## config.mk

```make
export PLATFORM = sky130hd
export DESIGN_NAME = gcm_ctr_engine
export DESIGN_NICKNAME = d
export VERILOG_FILES = /design/src/rtl/gcm_ctr_pkg.sv /design/src/rtl/gcm_ctr_counter.sv /design/src/rtl/gcm_ctr_xormask.sv /design/src/rtl/gcm_ctr_engine.sv
export SDC_FILE = /design/constraint.sdc
export NUM_CORES = 1
export LEC_CHECK = 0
export BUFFER_PORTS_ARGS = -buffer_cell sky130_fd_sc_hd__buf_2
export CAP_MARGIN = 10
export CORE_AREA = 2 2 294 296
export DETAILED_ROUTE_END_ITERATION = 8
export DIE_AREA = 0 0 296 298
export MAX_ROUTING_LAYER = met4
export SETUP_SLACK_MARGIN = 0.3
export SLEW_MARGIN = 20
export SYNTH_ARGS = -nofsm -noshare
export SYNTH_HDL_FRONTEND = slang
export SYNTH_HIERARCHICAL = 1
export SYNTH_SLANG_ARGS = --single-unit
```

## constraint.sdc

```tcl
create_clock -name clk -period 2.9 [get_ports clk]
set_input_delay 0 -clock clk [delete_from_list [all_inputs] [get_ports clk]]
set_output_delay 0 -clock clk [all_outputs]
set_load 0.01 [all_outputs]
```

## src/rtl/gcm_ctr_pkg.sv

```systemverilog
`timescale 1ns/1ps
package gcm_ctr_pkg;

    typedef enum logic [2:0] {
        ST_IDLE,
        ST_REQ_Y0,
        ST_WAIT_Y0,
        ST_READY,
        ST_REQ_DATA,
        ST_WAIT_DATA
    } eng_state_t;

    localparam int BYTE_W = 8;

endpackage

```

## src/rtl/gcm_ctr_counter.sv

```systemverilog
`timescale 1ns/1ps
module gcm_ctr_counter #(
    parameter int BLK_W = 128,
    parameter int INC_W = 32
) (
    input  logic                     clk,
    input  logic                     rst_n,
    input  logic                     load_i,
    input  logic [BLK_W-INC_W-1:0]   iv_i,
    input  logic                     step_i,
    output logic [BLK_W-1:0]         ctr_o
);

    localparam int IV_W = BLK_W - INC_W;

    logic [BLK_W-1:0] ctr_q;

    always_ff @(posedge clk) begin
        if (!rst_n) begin
            ctr_q <= '0;
        end else if (load_i) begin
            ctr_q <= {iv_i, {(INC_W-1){1'b0}}, 1'b1};
        end else if (step_i) begin
            ctr_q[INC_W-1:0] <= ctr_q[INC_W-1:0] + 1'b1;
        end
    end

    assign ctr_o = ctr_q;

    assert_upper_fixed_R2: assert property (@(posedge clk) disable iff (!rst_n)
        (step_i && !load_i) |=> ctr_o[BLK_W-1:INC_W] == $past(ctr_o[BLK_W-1:INC_W]));

    assert_inc_wrap_R3: assert property (@(posedge clk) disable iff (!rst_n)
        (step_i && !load_i && (&ctr_o[INC_W-1:0])) |=> ctr_o[INC_W-1:0] == '0);

    assert_iv_width_R1: assert property (@(posedge clk) disable iff (!rst_n)
        load_i |=> ctr_o[BLK_W-1:INC_W] == $past(iv_i));

    initial begin
        assert (IV_W > 0) else $error("increment field leaves no IV bits");
    end

endmodule

```

## src/rtl/gcm_ctr_xormask.sv

```systemverilog
`timescale 1ns/1ps
module gcm_ctr_xormask #(
    parameter int BLK_W = 128,
    parameter int NB_W  = 5
) (
    input  logic [BLK_W-1:0] data_i,
    input  logic [BLK_W-1:0] ks_i,
    input  logic [NB_W-1:0]  nbytes_i,
    output logic [BLK_W-1:0] blk_o
);

    import gcm_ctr_pkg::*;

    localparam int NBYTES = BLK_W / BYTE_W;

    for (genvar i = 0; i < NBYTES; i++) begin : g_byte
        localparam int HI = BLK_W - 1 - BYTE_W * i;
        assign blk_o[HI -: BYTE_W] = (NB_W'(i) < nbytes_i)
                                   ? (data_i[HI -: BYTE_W] ^ ks_i[HI -: BYTE_W])
                                   : '0;
    end

endmodule

```

## src/rtl/gcm_ctr_engine.sv

```systemverilog
`timescale 1ns/1ps
module gcm_ctr_engine #(
    parameter int BLK_W = 128,
    parameter int INC_W = 32,
    localparam int IV_W   = BLK_W - INC_W,
    localparam int NBYTES = BLK_W / 8,
    localparam int NB_W   = $clog2(NBYTES) + 1
) (
    input  logic              clk,
    input  logic              rst_n,
    input  logic              iv_valid,
    output logic              iv_ready,
    input  logic [IV_W-1:0]   iv_data,
    input  logic              din_valid,
    output logic              din_ready,
    input  logic [BLK_W-1:0]  din_block,
    input  logic [NB_W-1:0]   din_nbytes,
    output logic              ciph_req_valid,
    input  logic              ciph_req_ready,
    output logic [BLK_W-1:0]  ciph_req_block,
    input  logic              ciph_rsp_valid,
    input  logic [BLK_W-1:0]  ciph_rsp_block,
    output logic              dout_valid,
    output logic [BLK_W-1:0]  dout_block,
    output logic [NB_W-1:0]   dout_nbytes,
    output logic              ek0_valid,
    output logic [BLK_W-1:0]  ek0_block
);

    import gcm_ctr_pkg::*;

    eng_state_t state_q, state_d;

    logic             ctr_load, ctr_step;
    logic             din_take, ek_capture, out_capture;
    logic [NB_W-1:0]  nb_norm;
    logic [BLK_W-1:0] din_q;
    logic [NB_W-1:0]  nb_q;
    logic [BLK_W-1:0] mask_out;

    // byte count adjustment: 0 or oversize means a full block
    always_comb begin
        if (din_nbytes == '0 || din_nbytes > NB_W'(NBYTES)) begin
            nb_norm = NB_W'(NBYTES);
        end else begin
            nb_norm = din_nbytes;
        end
    end

    // state register
    always_ff @(posedge clk) begin
        if (!rst_n) begin
            state_q <= ST_IDLE;
        end else begin
            state_q <= state_d;
        end
    end

    // next state
    always_comb begin
        state_d = state_q;
        unique case (state_q)
            ST_IDLE:      if (iv_valid) state_d = ST_REQ_Y0;
            ST_REQ_Y0:    if (ciph_req_ready) state_d = ST_WAIT_Y0;
            ST_WAIT_Y0:   if (ciph_rsp_valid) state_d = ST_READY;
            ST_READY: begin
                if (iv_valid)       state_d = ST_REQ_Y0;
                else if (din_valid) state_d = ST_REQ_DATA;
            end
            ST_REQ_DATA:  if (ciph_req_ready) state_d = ST_WAIT_DATA;
            ST_WAIT_DATA: if (ciph_rsp_valid) state_d = ST_READY;
            default:      state_d = ST_IDLE;
        endcase
    end

    // outputs and strobes
    always_comb begin
        iv_ready       = 1'b0;
        din_ready      = 1'b0;
        ciph_req_valid = 1'b0;
        ctr_load       = 1'b0;
        ctr_step       = 1'b0;
        din_take       = 1'b0;
        ek_capture     = 1'b0;
        out_capture    = 1'b0;
        unique case (state_q)
            ST_IDLE: begin
                iv_ready = 1'b1;
                ctr_load = iv_valid;
            end
            ST_REQ_Y0: begin
                ciph_req_valid = 1'b1;
            end
            ST_WAIT_Y0: begin
                ek_capture = ciph_rsp_valid;
                ctr_step   = ciph_rsp_valid;
            end
            ST_READY: begin
                iv_ready  = 1'b1;
                din_ready = !iv_valid;
                ctr_load  = iv_valid;
                din_take  = !iv_valid && din_valid;
            end
            ST_REQ_DATA: begin
                ciph_req_valid = 1'b1;
            end
            ST_WAIT_DATA: begin
                out_capture = ciph_rsp_valid;
                ctr_step    = ciph_rsp_valid;
            end
            default: begin
                iv_ready = 1'b0;
            end
        endcase
    end

    gcm_ctr_counter #(
        .BLK_W (BLK_W),
        .INC_W (INC_W)
    ) u_counter (
        .clk    (clk),
        .rst_n  (rst_n),
        .load_i (ctr_load),
        .iv_i   (iv_data),
        .step_i (ctr_step),
        .ctr_o  (ciph_req_block)
    );

    gcm_ctr_xormask #(
        .BLK_W (BLK_W),
        .NB_W  (NB_W)
    ) u_xormask (
        .data_i   (din_q),
        .ks_i     (ciph_rsp_block),
        .nbytes_i (nb_q),
        .blk_o    (mask_out)
    );

    // datapath registers
    always_ff @(posedge clk) begin
        if (!rst_n) begin
            din_q       <= '0;
            nb_q        <= '0;
            dout_valid  <= 1'b0;
            dout_block  <= '0;
            dout_nbytes <= '0;
            ek0_valid   <= 1'b0;
            ek0_block   <= '0;
        end else begin
            dout_valid <= 1'b0;
            if (din_take) begin
                din_q <= din_block;
                nb_q  <= nb_norm;
            end
            if (ctr_load) begin
                ek0_valid <= 1'b0;
            end else if (ek_capture) begin
                ek0_valid <= 1'b1;
                ek0_block <= ciph_rsp_block;
            end
            if (out_capture) begin
                dout_valid  <= 1'b1;
                dout_block  <= mask_out;
                dout_nbytes <= nb_q;
            end
        end
    end

    assert_req_hold_R7: assert property (@(posedge clk) disable iff (!rst_n)
        (ciph_req_valid && !ciph_req_ready) |=> (ciph_req_valid && $stable(ciph_req_block)));

    assert_single_flight_R7: assert property (@(posedge clk) disable iff (!rst_n)
        dout_valid |-> !ciph_req_valid);

    assert_first_req_R1: assert property (@(posedge clk) disable iff (!rst_n)
        (iv_valid && iv_ready) |=> (ciph_req_valid && ciph_req_block[INC_W-1:0] == INC_W'(1)));

    assert_ek0_hold_R6: assert property (@(posedge clk) disable iff (!rst_n)
        (ek0_valid && !(iv_valid && iv_ready)) |=> (ek0_valid && $stable(ek0_block)));

    assert_dout_count_R5: assert property (@(posedge clk) disable iff (!rst_n)
        dout_valid |-> (dout_nbytes != '0 && dout_nbytes <= NB_W'(NBYTES)));

    assert_dout_pulse_R4: assert property (@(posedge clk) disable iff (!rst_n)
        dout_valid |=> !dout_valid);

endmodule

```

==> metrics.md <==
| Metric | Value |
|---|---|
| Pwr dens | `528 nW/um^2` |
| Vias in the first global route | `21200` |
| Final ANT Viol Nets | `0` |
| Max_slew headroom | `0.390` |
| Yosys cell types | `59` |
| Largest net degree at the start of global routing | `182` |
| Remaining Overflow, GRT | `0` |
| Maximum clock path buffer count | `3` |
| Nets | `3989` |
| CTS tree | `yes` |
| Synthesized instance count | `2533` |
| Sequential area share after synthesis | `0.480` |
| Crit path kind | `reg2reg` |
| Die Y | `298 microns` |
| Clk sinks | `527` |
| Top cells by area, synth | `dfxtp_1 (48%), nand2_1 (14%), a21boi_0 (11%)` |
| Final setup vio count | `0` |
| Yosys warning count | `6` |
| Final Cell Area | `33100 sq um` |
| Layout cells sized above 1 | `0.256` |
| Initial antenna violation count | `5` |
| Worst-Skew Late Latency | `0.61 ns` |
| Dpl ws | `0.377 ns` |
| Startpoint Class | `register` |
| H-tree Lvls | `2` |
| Switch Pwr | `4150 uW` |
| Pleak | `0.0133 uW` |
| Routed wire length | `87800 microns` |
| Final hold vios | `0` |
| Cell Int Power | `13300 uW` |
| Worst-Margin Slew | `0.910 ns` |
| Synth Register Bits | `527` |
| Mean Syn Cell Area | `8.67 sq um` |
| Placement Cell Area | `26900 sq um` |
| Number of remaining DRC errors | `0` |
| Setup total negative slack | `0 ns` |
| Post-synthesis instance area | `22000 sq um` |
| Setup ws final | `0.384 ns` |
| Tmin final | `2.52 ns` |
| Clock share of power | `0.463` |
| Async SR Flop Fraction | `0` |
| First-pass GRT wire length | `129000 microns` |
| Total power | `17400 uW` |
| Tcrit/Tclk final | `0.868` |
| WL/cell | `18.2 microns` |
| Vias | `21300` |
| Comb power frac | `0.107` |
| Final Max Slew Viols | `0` |
| Clock transition at path regs | `0.06 ns` |
| Final-layout fill cell count | `8594` |
| Syn Nets | `2898` |
| CP endpoint kind | `register` |
| Final GP Congestion | `0.925` |
| Layout Skew | `0.0151 ns` |
| Post-synth top area cell | `dfxtp_1` |
| Number of synthesized flops with an enable pin | `0` |
| Critical Path Max Stage Delay | `0.59 ns` |
| Fmax | `397 MHz` |
| Detail Placement HPWL | `61500 microns` |
| Core region area | `84900 sq um` |
| Effective utilization at floorplan | `0.259` |
| Overall Global Routing Usage | `0.194` |
| Die X-Extent | `296 microns` |
| Peak VDD IR | `0.000499 V` |
| Outcome | `finished, final reports clean` |
| Arrival time worst endpoint | `3.06 ns` |
| Via density per instance | `4.42` |
| 1st-iter DRT viols | `1419` |
| Sequential Power Share | `0.430` |
| Top-Level Pins | `757` |
| Buffers on Ports | `756` |
| Final core utilization | `0.389` |
| Inserted Clock Buffers | `60` |
| Clock root buffer | `clkbuf_16` |
| Row count | `107` |
| WHS Path Cells | `4` |
| Number of cells on the worst reg-to-reg path | `6` |
| Switching Fraction | `0.238` |
| RSZ-0062 raised after global routing | `true` |
| Crit path required time | `3.44 ns` |
| Worst hold path type | `in2reg` |
| Post-synth top area share | `0.480` |
| Die Footprint | `88200 sq um` |
| Worst-path cell chain | `nand2b_1, or2_4, buf_12, nand2_1, a21boi_0, dlygate4sd3_1` |
| Crit-path slowest cell | `dlygate4sd3_1` |
| Synth-to-Final Area Change | `50.5%` |
| DR pass1 iterations | `5` |
| Max Cap Viol | `0` |
| Max FO, Critical Path | `47` |
| Most common flop cell mapped by yosys | `dfxtp_1` |
cells in the final DEF, fill, tap and decap left out, drive strengths merged, types with 10 or more instances in the layout:
cell,Yosys,layout
dfxtp,527,527
dlygate4sd3,0,395
nor2,99,99
xnor2,137,137
clkinv,0,11
buf,101,807
o31ai,10,10
nand3,10,10
inv,9,10
nor4,11,11
mux2i,102,102
nand4,10,10
or4,11,11
nor2b,101,101
nor3,24,24
nand2,806,806
a21boi,396,396
clkbuf,73,86
a21oi,48,48
state kept, by name, summed over array words and instances (netlist names):
register         cells
ek0_block          128
din_q              128
dout_nbytes          5
state_q              3
dout_valid           1
dout_block         128
ek0_valid            1
nb_q                 5
u_counter/ctr_o    128
stage by stage:
step | cells | hold WS [ns]
2_1_floorplan | 2533 | 0.135
5_1_grt | 4817 | 0.164
6_report | 4819 | 0.169
4_1_cts | 4805 | 0.124
3_5_place_dp | 4303 | 0.246
3_3_place_gp | 4302 | 0.240
repair_timing:
item / CTS / global route
hold buffers: 395 / 0
gates resized for setup: 0 / 3
endpoints found under the hold margin: 489 / 0
buffers inserted: 0 / 6
endpoints found under the setup margin: 0 / 24
worst max-delay path: cells and delay by family, from the launching register on:
family / cells / cell delay (ns)
buffers and inverters: 2 / 0.88
AO/OA/AOI/OAI: 1 / 0.21
flip-flops: 1 / 0.52
AND/OR/NAND/NOR: 3 / 0.82
area by class of cell:
cell class,instances,area [sq um],area share
flip-flops and latches,527,10600,0.319
multi-input cells,1824,10600,0.320
inverters,9,33.8,0.00102
clock inverters,21,315,0.00954
diodes,6,15.0,0.000454
repair buffers,1202,8360,0.253
well taps,1144,1430,0.0433
clock buffers,86,1760,0.0533
final timing paths:
path	from	to	slack, ns
max	state_q[2]$_SDFFE_PN0P_	ek0_block[79]$_SDFFE_PN0P_	0.38
min	din_block[101]	din_q[101]$_SDFFE_PN0P_	0.17
max reg2reg	state_q[2]$_SDFFE_PN0P_	ek0_block[79]$_SDFFE_PN0P_	0.38
min reg2reg	ek0_block[120]$_SDFFE_PN0P_	ek0_block[120]$_SDFFE_PN0P_	0.45
synthesized netlist by cell type (3+ instances only):
library cell,n
xnor2_1,137
mux2i_1,102
or4_1,10
and2_1,4
nor2_1,98
or2_2,3
nand2b_1,6
nor2b_1,101
nand3b_1,4
xor2_1,4
nor4_1,9
buf_1,11
and4_1,3
a21boi_0,308
clkbuf_1,73
buf_6,5
nand4_1,9
dfxtp_1,527
nor3_1,23
or3_1,4
buf_2,68
a21oi_1,47
buf_4,17
a21boi_1,88
inv_1,8
nand3_1,8
o31ai_1,10
nand2_1,806
o21ai_0,3
power groups by stage:
stage | registers, uW | logic, uW | clock network [uW]
finish | 7510 | 1860 | 8070
CTS | 7500 | 1850 | 8290
floorplan | 7710 | 645 | 0
detailed placement | 7660 | 1420 | 0
global route | 7520 | 1980 | 8590
global placement | 7650 | 1410 | 0
per-layer routing:
| metal | GRT usage | vias up | wire [microns] |
|---|---|---|---|
| met2 | 0.321 | 642 | 42300 |
| met1 | 0.237 | 10000 | 37600 |
| li1 | - | 10500 | - |
| met4 | 0.0742 | 0 | 3340 |
| met3 | 0.0317 | 197 | 4560 |
| met5 | - | - | 0 |
cell families (layout without fill, tap and decap cells):
group	count (synthesis)	after routing	share of synthesized area
xor+xnor	141	141	0.0562
fa+ha+maj	2	2	0.00114
flops	527	527	0.480
other cells	0	6	0
mux	104	104	0.0475
simple gates	1102	1103	0.213
compound gates	474	474	0.162
buf+inv	183	1318	0.0398
Power figures use the tool's default switching activity.
